==> src/rtl/trig_timer_pkg.sv <==
package trig_timer_pkg;

  typedef enum logic [1:0] {
    MODE_OFF  = 2'd0,
    MODE_BAUD = 2'd1,
    MODE_PWM  = 2'd2,
    MODE_WIDE = 2'd3
  } tmr_mode_e;

  typedef enum logic [1:0] {
    PH_IDLE  = 2'd0,
    PH_START = 2'd1,
    PH_RUN   = 2'd2,
    PH_STOP  = 2'd3
  } tmr_phase_e;

endpackage

==> src/rtl/trig_timer_cond.sv <==
module trig_timer_cond (
  input  logic       clk,
  input  logic       rst_n,
  input  logic       trig_in,
  input  logic       pin_in,
  input  logic       trig_inv,
  input  logic       pin_inv,
  input  logic       prev_en,
  input  logic       tmr_out,
  input  logic [2:0] ena_sel,
  input  logic [2:0] rst_sel,
  input  logic [1:0] dec_sel,
  output logic       trg_lvl,
  output logic       trg_fall,
  output logic       pin_edge,
  output logic       ena_hit,
  output logic       rst_hit,
  output logic       tick,
  output logic       shift_clk
);

  logic trg_c, pin_c, trg_q, pin_q;
  logic trg_rise, trg_edge, pin_rise;

  // polarity conditioning ahead of every level / edge use
  always_comb begin
    trg_c    = trig_in ^ trig_inv;
    pin_c    = pin_in ^ pin_inv;
    trg_rise = trg_c & ~trg_q;
    trg_fall = ~trg_c & trg_q;
    trg_edge = trg_c ^ trg_q;
    pin_rise = pin_c & ~pin_q;
    pin_edge = pin_c ^ pin_q;
    trg_lvl  = trg_c;
  end

  always_ff @(posedge clk or negedge rst_n) begin
    if (!rst_n) begin
      trg_q <= 1'b0;
      pin_q <= 1'b0;
    end else begin
      trg_q <= trg_c;
      pin_q <= pin_c;
    end
  end

  // enable condition
  always_comb begin
    case (ena_sel)
      3'd0:    ena_hit = 1'b1;
      3'd1:    ena_hit = prev_en;
      3'd2:    ena_hit = trg_c;
      3'd3:    ena_hit = trg_c & pin_c;
      3'd4:    ena_hit = pin_rise;
      3'd5:    ena_hit = pin_rise & trg_c;
      3'd6:    ena_hit = trg_rise;
      default: ena_hit = trg_edge;
    endcase
  end

  // reload condition
  always_comb begin
    case (rst_sel)
      3'd2:    rst_hit = (pin_c == tmr_out);
      3'd3:    rst_hit = (trg_c == tmr_out);
      3'd4:    rst_hit = pin_rise;
      3'd6:    rst_hit = trg_rise;
      3'd7:    rst_hit = trg_edge;
      default: rst_hit = 1'b0;
    endcase
  end

  // tick source and shift clock
  always_comb begin
    case (dec_sel)
      2'd0:    tick = 1'b1;
      2'd2:    tick = pin_edge;
      default: tick = trg_edge;
    endcase
    case (dec_sel)
      2'd2:    shift_clk = pin_c;
      2'd3:    shift_clk = trg_c;
      default: shift_clk = tmr_out;
    endcase
  end

  a_r8_free_tick: assert property (@(posedge clk) disable iff (!rst_n)
    (dec_sel == 2'd2 && pin_c == pin_q) |-> !tick);

endmodule

==> src/rtl/trig_timer_core.sv <==
module trig_timer_core
  import trig_timer_pkg::*;
#(
  parameter int CNT_W = 16
) (
  input  logic             clk,
  input  logic             rst_n,
  input  logic [1:0]       mode_sel,
  input  logic [CNT_W-1:0] cmp_val,
  input  logic [2:0]       dis_sel,
  input  logic [1:0]       out_sel,
  input  logic             start_en,
  input  logic [1:0]       stop_sel,
  input  logic             prev_dis,
  input  logic             trg_lvl,
  input  logic             trg_fall,
  input  logic             pin_edge,
  input  logic             ena_hit,
  input  logic             rst_hit,
  input  logic             tick,
  output logic             en,
  output logic             out_lvl,
  output logic             cmp_evt
);

  localparam int HALF_W = CNT_W / 2;
  localparam logic [HALF_W-1:0] H_ONE = HALF_W'(1);
  localparam logic [CNT_W-1:0]  C_ONE = CNT_W'(1);

  tmr_mode_e         mode;
  tmr_phase_e        ph_q, ph_d;
  logic              en_q, en_d, out_q, out_d, pend_q, pend_d;
  logic [CNT_W-1:0]  cnt_q, cnt_d;
  logic [HALF_W-1:0] lo, hi;
  logic              lo_zero, all_zero, seg_end, dis_dec, dis_hit, lvl;

  always_comb begin
    mode     = tmr_mode_e'(mode_sel);
    lo       = cnt_q[HALF_W-1:0];
    hi       = cnt_q[CNT_W-1:HALF_W];
    lo_zero  = (lo == '0);
    all_zero = (cnt_q == '0);
    seg_end  = (mode == MODE_WIDE) ? all_zero : lo_zero;
    lvl      = ~out_sel[0];
    cmp_evt  = en_q && (mode != MODE_OFF) && (ph_q == PH_RUN) && tick
               && all_zero && !rst_hit;
    // disable condition
    case (dis_sel)
      3'd1:    dis_dec = prev_dis;
      3'd2:    dis_dec = cmp_evt;
      3'd3:    dis_dec = cmp_evt & ~trg_lvl;
      3'd4:    dis_dec = pin_edge;
      3'd5:    dis_dec = pin_edge & trg_lvl;
      3'd6:    dis_dec = trg_fall;
      default: dis_dec = 1'b0;
    endcase
    dis_hit = en_q && (ph_q != PH_STOP) && dis_dec;
  end

  always_comb begin
    en_d   = en_q;
    ph_d   = ph_q;
    cnt_d  = cnt_q;
    out_d  = out_q;
    pend_d = pend_q;
    if (!en_q) begin
      if (mode != MODE_OFF && ena_hit) begin
        en_d   = 1'b1;
        cnt_d  = cmp_val;
        out_d  = lvl;
        pend_d = 1'b0;
        ph_d   = start_en ? PH_START : PH_RUN;
      end
    end else if (mode == MODE_OFF) begin
      en_d = 1'b0;
      ph_d = PH_IDLE;
    end else if (dis_hit) begin
      if (stop_sel[1]) begin
        ph_d   = PH_STOP;
        pend_d = 1'b1;
        cnt_d  = cmp_val;
      end else begin
        en_d = 1'b0;
        ph_d = PH_IDLE;
      end
    end else if (rst_hit) begin
      cnt_d = cmp_val;
      if (out_sel[1]) out_d = lvl;
    end else if (tick) begin
      if (ph_q == PH_START || ph_q == PH_STOP) begin
        if (!seg_end) begin
          cnt_d = cnt_q - C_ONE;
        end else if (ph_q == PH_STOP && pend_q) begin
          en_d   = 1'b0;
          ph_d   = PH_IDLE;
          pend_d = 1'b0;
        end else begin
          cnt_d = cmp_val;
          out_d = ~out_q;
          ph_d  = PH_RUN;
        end
      end else if (ph_q == PH_RUN) begin
        if (cmp_evt) begin
          cnt_d = cmp_val;
          out_d = (mode == MODE_PWM) ? 1'b1 : ~out_q;
          if (stop_sel[0]) ph_d = PH_STOP;
        end else if (mode == MODE_WIDE || !lo_zero) begin
          cnt_d = cnt_q - C_ONE;
        end else if (mode == MODE_BAUD) begin
          cnt_d = {hi - H_ONE, cmp_val[HALF_W-1:0]};
          out_d = ~out_q;
        end else begin
          cnt_d = {hi - H_ONE, lo};
          out_d = 1'b0;
        end
      end
    end
  end

  always_ff @(posedge clk or negedge rst_n) begin
    if (!rst_n) begin
      en_q   <= 1'b0;
      ph_q   <= PH_IDLE;
      cnt_q  <= '0;
      out_q  <= 1'b0;
      pend_q <= 1'b0;
    end else begin
      en_q   <= en_d;
      ph_q   <= ph_d;
      cnt_q  <= cnt_d;
      out_q  <= out_d;
      pend_q <= pend_d;
    end
  end

  assign en      = en_q;
  assign out_lvl = out_q;

  a_r1_off_disables: assert property (@(posedge clk) disable iff (!rst_n)
    (mode == MODE_OFF) |=> !en_q);

  a_r4_enable_loads: assert property (@(posedge clk) disable iff (!rst_n)
    (!en_q && ena_hit && mode != MODE_OFF) |=>
      (en_q && cnt_q == $past(cmp_val) && out_q == $past(~out_sel[0])));

  a_r11_start_phase: assert property (@(posedge clk) disable iff (!rst_n)
    (!en_q && ena_hit && mode != MODE_OFF) |=>
      (ph_q == ($past(start_en) ? PH_START : PH_RUN)));

  a_r12_stop_then_off: assert property (@(posedge clk) disable iff (!rst_n)
    (en_q && mode != MODE_OFF && ph_q == PH_STOP && pend_q && tick && seg_end && !rst_hit)
      |=> !en_q);

endmodule

==> src/rtl/trig_timer.sv <==
module trig_timer
  import trig_timer_pkg::*;
#(
  parameter int CNT_W = 16
) (
  input  logic             clk,
  input  logic             rst_n,
  input  logic [1:0]       mode_sel,
  input  logic [CNT_W-1:0] cmp_val,
  input  logic [2:0]       ena_sel,
  input  logic [2:0]       dis_sel,
  input  logic [2:0]       rst_sel,
  input  logic [1:0]       dec_sel,
  input  logic [1:0]       out_sel,
  input  logic             start_en,
  input  logic [1:0]       stop_sel,
  input  logic             trig_inv,
  input  logic             pin_inv,
  input  logic             trig_in,
  input  logic             pin_in,
  input  logic             prev_en,
  input  logic             prev_dis,
  input  logic             flag_clr,
  output logic             tmr_out,
  output logic             shift_clk,
  output logic             cmp_flag,
  output logic             trig_out
);

  logic trg_lvl, trg_fall, pin_edge, ena_hit, rst_hit, tick;
  logic en, out_lvl, cmp_evt;
  logic flag_q, flag_d;

  trig_timer_cond u_cond (
    .clk       (clk),
    .rst_n     (rst_n),
    .trig_in   (trig_in),
    .pin_in    (pin_in),
    .trig_inv  (trig_inv),
    .pin_inv   (pin_inv),
    .prev_en   (prev_en),
    .tmr_out   (out_lvl),
    .ena_sel   (ena_sel),
    .rst_sel   (rst_sel),
    .dec_sel   (dec_sel),
    .trg_lvl   (trg_lvl),
    .trg_fall  (trg_fall),
    .pin_edge  (pin_edge),
    .ena_hit   (ena_hit),
    .rst_hit   (rst_hit),
    .tick      (tick),
    .shift_clk (shift_clk)
  );

  trig_timer_core #(.CNT_W(CNT_W)) u_core (
    .clk      (clk),
    .rst_n    (rst_n),
    .mode_sel (mode_sel),
    .cmp_val  (cmp_val),
    .dis_sel  (dis_sel),
    .out_sel  (out_sel),
    .start_en (start_en),
    .stop_sel (stop_sel),
    .prev_dis (prev_dis),
    .trg_lvl  (trg_lvl),
    .trg_fall (trg_fall),
    .pin_edge (pin_edge),
    .ena_hit  (ena_hit),
    .rst_hit  (rst_hit),
    .tick     (tick),
    .en       (en),
    .out_lvl  (out_lvl),
    .cmp_evt  (cmp_evt)
  );

  // sticky compare flag, set wins over clear
  always_comb begin
    flag_d = flag_q;
    if (cmp_evt)       flag_d = 1'b1;
    else if (flag_clr) flag_d = 1'b0;
  end

  always_ff @(posedge clk or negedge rst_n) begin
    if (!rst_n) flag_q <= 1'b0;
    else        flag_q <= flag_d;
  end

  assign cmp_flag = flag_q;
  assign tmr_out  = out_lvl;
  assign trig_out = en;

  a_r13_flag_sets: assert property (@(posedge clk) disable iff (!rst_n)
    cmp_evt |=> cmp_flag);

  a_r13_flag_clears: assert property (@(posedge clk) disable iff (!rst_n)
    (!cmp_evt && flag_clr) |=> !cmp_flag);

endmodule

==> config.mk <==
export PLATFORM = sky130hd
export DESIGN_NAME = trig_timer
export DESIGN_NICKNAME = d
export VERILOG_FILES = /design/src/rtl/trig_timer_pkg.sv /design/src/rtl/trig_timer_cond.sv /design/src/rtl/trig_timer_core.sv /design/src/rtl/trig_timer.sv
export SDC_FILE = /design/constraint.sdc
export NUM_CORES = 1
export LEC_CHECK = 0
export ABC_AREA = 0
export CAP_MARGIN = 20
export CORE_MARGIN = 1
export CORE_UTILIZATION = 45
export DETAILED_ROUTE_END_ITERATION = 12
export PLACE_DENSITY = 0.71
export SLEW_MARGIN = 10
export SYNTH_ARGS = -nofsm -noshare
export SYNTH_HDL_FRONTEND = slang
export SYNTH_SLANG_ARGS = --single-unit
export TNS_END_PERCENT = 20
==> constraint.sdc <==
create_clock -name clk -period 2.8 [get_ports clk]
set_input_delay 0.7 -clock clk [delete_from_list [all_inputs] [get_ports clk]]
set_output_delay 0.7 -clock clk [all_outputs]
set_load 0.005 [all_outputs]
==> results by group, run 1 <==
Yosys
  – Top_reg_cell synth: dfrtp_1
  – Top post-synthesis cells by area: dfrtp_1 (24%), o21ai_0 (5.3%), mux2i_1 (4.3%)
  – Synth async-reset ratio: 1.000
  – Mapped cell area: 0.002534 sq mm
  – Mapped Cells: 307
  – Cell with the most instances after synthesis: nand2_1
  – Commonest cells in the netlist: nand2_1 (28), o21ai_0 (27), dfrtp_1 (24)
  – Avg Cell Area, Syn: 8.253 sq um
  – Leading area contributor after synthesis: dfrtp_1
  – Post-synthesis sequential area ratio: 0.2370
  – Flops & latches, synth: 24
  – Yosys top cell area share: 0.2370
  – Number of flops mapped to enable cells by yosys: 0
  – Ys Warns: 0
  – Post-Syn Nets: 356
  – Unique masters post-synth: 69

Timing
  – Period utilization: 0.9748
  – Final max-slew violation count: 0
  – Max_slew headroom: 0.6523
  – Max Freq: 0.3664 GHz
  – Worst-margin pin slew: 517.6 ps
  – Min Tclk post-route: 2729 ps
  – Endpoints failing hold: 0
  – Worst setup margin: 70.54 ps
  – Final number of setup-violating endpoints: 0
  – RSZ-0062 raised after global routing: true
  – Worst clock skew: 4.395 ps

Min path
  – Worst hold stages: 1
  – Hold EP: u_core.pend_q
  – Worst Min Path Start: u_core.pend_q
  – Hold Crit Class: reg -> reg

Global route
  – First-pass GRT wire length: 12.54 mm
  – Overall routing resource usage: 0.2642
  – Initial antenna violation count: 0
  – Total gr overflow: 0
  – Vias in the first global route: 2,642
  – Largest net degree at the start of global routing: 25

Finish
  – Diode count: 0
  – Final Core Density: 0.6994
  – Nets: 451
  – Layout filler cell count: 453
  – Syn-to-layout area delta: 45.48%
  – Area of the multi-input gates: 0.001971 sq mm
  – Reg area: 600.6 sq um
  – Fraction of layout cells with a size suffix above 1: 0.2544

Drt
  – Via density: 5.875
  – Detail Route Antenna Nets: 0
  – Detailed-route wire length: 7.774 mm
  – Via count: 2,767
  – Starting DRT DRC Count: 171
  – Routed WL per cell: 16.51 um
  – DRC Markers: 0
  – DRT Pass-1 Iters: 5

Run
  – Max_cap viols: 0

Die
  – Core ar.: 0.005270 sq mm
  – Die width: 77.04 um
  – Die area: 0.005934 sq mm
  – I/O pin cnt: 47
  – FP Rows: 26
  – Initial Utilization: 0.4808
  – Die height: 77.04 um

Clock network
  – CTS Buf Count: 3
  – Root Buffer: clkbuf_8
  – Clk_lat worst skew: 280 ps
  – CTS HTree Levels: 1
  – TritonCTS clock tree: done
  – Hold-fix buffers at CTS: 0
  – Max Buffers Root-to-Sink: 2
  – CTS clk-pin slew, worst paths: 100 ps
  – Clock Sinks: 24

Placement
  – Port buffer count: 46
  – Placement Setup Slack: -712.7 ps
  – GPL Wtd Cong: 0.8832
  – Dpl hpwl: 5.901 mm

Setup path
  – Setup CP Type: in -> reg
  – Startpoint types: input port
  – Flop2flop setup slack: 200 ps
  – Depth of the most critical reg-to-reg path: 8
  – Critical Path Sink Type: flip-flop
  – Crit-path max FO: 3
  – Worst flop-to-flop path startpoint: u_core.cnt_q[10]
  – Crit path required time: 2980 ps
  – Worst EP arrival: 2910 ps
  – R2r endpoint: u_core.ph_q[1]

Pwr
  – Max rail drop VDD: 653.1 uV
  – PD cells: 853.2 mW/mm^2
  – Pleak: 1.534 nW

Run status
  – Status: finished, final reports clean
## cell usage in the layout, fill, tap and decap left out, types with 6 or more instances in the layout
| cell type | n |
|---|---|
| nand2b_1 | 7 |
| xor2_1 | 6 |
| buf_4 | 54 |
| o211ai_1 | 10 |
| xnor2_1 | 6 |
| mux2i_1 | 10 |
| o21ai_0 | 22 |
| nor3_1 | 9 |
| o2bb2ai_1 | 9 |
| nand2_1 | 28 |
| dfrtp_1 | 24 |
| o21ai_1 | 7 |
| nor2_1 | 18 |
| clkdlybuf4s50_1 | 40 |
| inv_1 | 15 |
| a21oi_1 | 11 |
## power breakdown
group	internal [mW]	switching [mW]	leakage, nW
Clock	0.192	0.126	0.0357
Sequential	0.500	0.263	0.294
Combinational	1.04	1.02	1.20
## area by class of cell
| cell class | instances | area share |
|---|---|---|
| sequential | 24 | 0.1629 |
| clock inverter | 1 | 0.008147 |
| tap | 70 | 0.02376 |
| multi-input combinational | 255 | 0.5346 |
| inverter | 16 | 0.01629 |
| timing repair buffer | 102 | 0.2430 |
| clock buffer | 3 | 0.01120 |
## state kept, by name (all words and copies together), names as in the netlist
| register | flops |
|---|---|
| cmp_flag | 1 |
| u_cond.pin_q | 1 |
| u_core.out_lvl | 1 |
| u_core.ph_q | 2 |
| u_cond.trg_q | 1 |
| u_core.en | 1 |
| u_core.cnt_q | 16 |
| u_core.pend_q | 1 |
## cell families (layout without fill, tap and decap cells)
logic type	count (synthesis)	in the layout	share of synthesized area
buf+inv	28	122	0.05135
flops	24	24	0.2370
fa+ha+maj	6	6	0.02963
mux	14	14	0.05679
xor+xnor	16	16	0.06716
compound gates	99	99	0.2795
simple gates	120	120	0.2785
## layer usage
layer	up-vias	part of all wire	global-route usage
li1	1351	-	-
met1	1295	0.46	0.3650
met2	107	0.47	0.4339
met3	14	0.057	0.02857
met4	0	0.014	0.07547
met5	-	0	0
## stage by stage
| step | setup TNS [ps] | total power [mW] | hold WS, ps | cells | area [sq um] |
|---|---|---|---|---|---|
| 4_1_cts | -63.18 | 3.048 | 512.4 | 468 | 3535 |
| 3_3_place_gp | -11410 | 2.658 | 486.3 | 463 | 3422 |
| 2_1_floorplan | 0 | 2.018 | 404.4 | 307 | 2541 |
| 5_1_grt | -18.61 | 3.386 | 546.4 | 471 | 3686 |
| 3_5_place_dp | -13400 | 2.697 | 484.9 | 463 | 3422 |
| 6_report | 0 | 3.145 | 512.3 | 471 | 3686 |
## how the worst max path moves through the flow
stage / cells after the start / slack, ps / endpoint / from
after detailed placement: 10 / -710 / u_core.cnt_q[8] / pin_in
final: 9 / 70 / u_core.cnt_q[13] / dis_sel[0]
after floorplan: 10 / 30 / u_core.ph_q[1] / trig_inv
after global routing: 13 / -20 / u_core.cnt_q[8] / trig_inv
after global placement: 10 / -600 / u_core.cnt_q[12] / pin_in
after CTS: 9 / -30 / u_core.cnt_q[8] / rst_sel[1]
## critical path: stages
cell and delay, ps:
clkdlybuf4s50_1 490, or4bb_1 490, o21ai_1 220, o21ai_1 230
and3_4 260, buf_4 140, nor2_1 120, nor2_1 60
a22o_1 190
## what timing repair did
action | in CTS | in global routing
pin swaps | 2 | 9
endpoints found under the setup margin | 22 | 19
resized for setup | 18 | 24
setup buffers | 1 | 3
gates cloned | 0 | 0
Note: power is estimated with default switching activity, not from simulation.
==> inputs of run 2 (changes only) <==
--- a/config.mk
+++ b/config.mk
@@ -8,9 +8,9 @@
 export ABC_AREA = 0
 export CAP_MARGIN = 20
 export CORE_MARGIN = 1
-export CORE_UTILIZATION = 45
+export CORE_UTILIZATION = 39
 export DETAILED_ROUTE_END_ITERATION = 12
-export PLACE_DENSITY = 0.71
+export PLACE_DENSITY = 0.64
 export SLEW_MARGIN = 10
 export SYNTH_ARGS = -nofsm -noshare
 export SYNTH_HDL_FRONTEND = slang
==> results by group, run 2 (synthesis gave the netlist of run 1 again) <==
Die
  – Core ar.: 0.006314 sq mm (+20%)
  – Initial Utilization: 0.4013 (-0.07946)
  – Die width: 82.60 um (+7.2%)
  – FP Rows: 29 (+12%)
  – I/O pin cnt: 47 (unchanged)
  – Die height: 82.60 um (+7.2%)
  – Die area: 0.006823 sq mm (+15%)

Placement
  – Placed Cells: 480 (+3.7%)
  – GPL Wtd Cong: 0.9518 (+7.8%)
  – DP Area: 0.003531 sq mm (+3.2%)
  – Port buffer count: 46 (unchanged)
  – Dpl hpwl: 5.855 mm (-0.79%)

Finish
  – Most frequent cells in the layout: buf_4 (65), clkdlybuf4s50_1 (40), nand2_1 (28), dfrtp_1 (24), o21ai_0 (21)
  – Nets: 469 (+4.0%)
  – Largest Register: u_core.cnt_q
  – Finished Cell Area: 0.003807 sq mm (+3.3%)
  – Largest register FFs: 16 (unchanged)
  – Diode count: 0 (unchanged)
  – Largest registers: u_core.cnt_q x16, u_core.ph_q x2
  – Most common cell after layout, fill and taps aside: buf_4
  – Syn-to-layout area delta: 50.27%
  – Fraction of layout cells with a size suffix above 1: 0.2792 (+0.02487)
  – Fin cells: 496 (+5.3%)

Timing
  – Period utilization: 0.9778 (+0.002987)
  – Max_slew headroom: 0.6558 (+0.003486)
  – Final number of setup-violating endpoints: 0 (unchanged)
  – Worst-margin pin slew: 509.6 ps (-7.960 ps)
  – Final max-slew violation count: 0 (unchanged)
  – RSZ-0062 raised after global routing: true
  – Worst clock skew: 2.398 ps (-1.996 ps)
  – Max Freq: 0.3653 GHz (-0.31%)
  – Hold slack: 513.4 ps (+1.060 ps)
  – Endpoints failing hold: 0 (unchanged)
  – Final TNS setup: 0 ps (unchanged)
  – Min Tclk post-route: 2738 ps (+8.363 ps)

Run
  – Max_cap viols: 0 (unchanged)

Drt
  – DRC Markers: 0 (unchanged)
  – Via count: 2,778 (+0.40%)
  – Detail Route Antenna Nets: 0 (unchanged)
  – Via density: 5.601 (-4.7%)
  – Starting DRT DRC Count: 146 (-15%)
  – Routed WL per cell: 15.53 um (-5.9%)
  – DRT Pass-1 Iters: 5 (unchanged)
  – Detailed-route wire length: 7.701 mm (-0.94%)

Pwr
  – Final Total Pwr: 3.235 mW (+2.9%)
  – Max rail drop VDD: 463.6 uV (-29%)
  – Pleak: 1.623 nW (+5.8%)
  – PD cells: 849.8 mW/mm^2 (-0.40%)

Clock network
  – CTS Buf Count: 3 (unchanged)
  – CTS HTree Levels: 1 (unchanged)
  – Root Buffer: clkbuf_8
  – Clk_lat worst skew: 270 ps (about the same)
  – Clock Sinks: 24 (unchanged)
  – CTS clk-pin slew, worst paths: 100 ps (about the same)
  – Max Buffers Root-to-Sink: 2 (unchanged)
  – TritonCTS clock tree: done

Setup path
  – Worst EP arrival: 2910 ps (about the same)
  – Setup CP Type: in -> reg
  – Crit path required time: 2970 ps (about the same)
  – Flop2flop setup slack: 310 ps (+110 ps)
  – Startpoint types: input port
  – Critical Path Sink Type: flip-flop
  – Crit-path max FO: 4 (+1)

Global route
  – Initial antenna violation count: 0 (unchanged)
  – Largest net degree at the start of global routing: 25 (unchanged)
  – First-pass GRT wire length: 12.43 mm (-0.83%)
  – Overall routing resource usage: 0.2380 (-0.02617)
  – Total gr overflow: 0 (unchanged)
  – Vias in the first global route: 2,656 (+0.53%)

Run status
  – Status: finished, final reports clean

Min path
  – Hold Crit Class: reg -> reg
==> run 2: worst paths after layout <==
check | startpoint | to | cells after the start
max | rst_sel[1] | u_core.out_lvl | 11
max reg2reg | u_core.cnt_q[0] | u_core.cnt_q[12] | 10
min | u_core.pend_q | u_core.pend_q | 1
min reg2reg | u_core.pend_q | u_core.pend_q | 1
max in group asynchronous | rst_n | u_core.en | 2
min in group asynchronous | rst_n | u_core.cnt_q[12] | 2
==> run 2: metrics by stage <==
stage	worst slack, ps	util
global route	-28.64	0.6031
CTS	-2.175	0.5918
detailed placement	-633.0	0.5593
global placement	-611.8	0.5593
finish	62.18	0.6031
floorplan	28.18	-
==> run 2: what timing repair did <==
| action | CTS | global route |
|---|---|---|
| setup buffers | 9 | 3 |
| endpoints found under the setup margin | 22 | 17 |
| gates resized for setup | 25 | 16 |
| hold buffers | 0 | 0 |
| hold endpoints to repair | 0 | 0 |
| pin swaps | 12 | 7 |
==> run 2: area by class of cell <==
| type | count | area [sq um] |
|---|---|---|
| Inverter | 16 | 60.06 |
| Clock buffer | 3 | 41.29 |
| Clock inverter | 1 | 30.03 |
| Fill cell | 580 | 2506 |
| Sequential cell | 24 | 600.6 |
| Multi-Input combinational cell | 255 | 1909 |
| Timing Repair Buffer | 120 | 1070 |
| Tap cell | 77 | 96.34 |
==> run 2: routing by layer <==
metal | track usage | up-vias | share of wire
met1 | 0.3139 | 1323 | 0.47
met3 | 0.03846 | 8 | 0.041
met4 | 0.05000 | 0 | 0.013
met5 | 0 | - | 0
li1 | - | 1383 | -
met2 | 0.4074 | 64 | 0.48
==> run 2: worst max-delay path, cell delays in order <==
cell,delay [ps]
clkdlybuf4s50_1,470
or3b_4,370
o22ai_2,210
buf_6,140
nor3_4,50
buf_6,120
buf_4,120
buf_4,130
a32oi_2,220
nand3_2,100
mux2_2,270
==> run 2: report_power, final <==
group          switching [mW]  leakage [nW]  internal [mW]
sequential              0.229         0.294          0.501
clock                   0.128        0.0357          0.191
combinational            1.05          1.29           1.13
total                    1.41          1.62           1.82
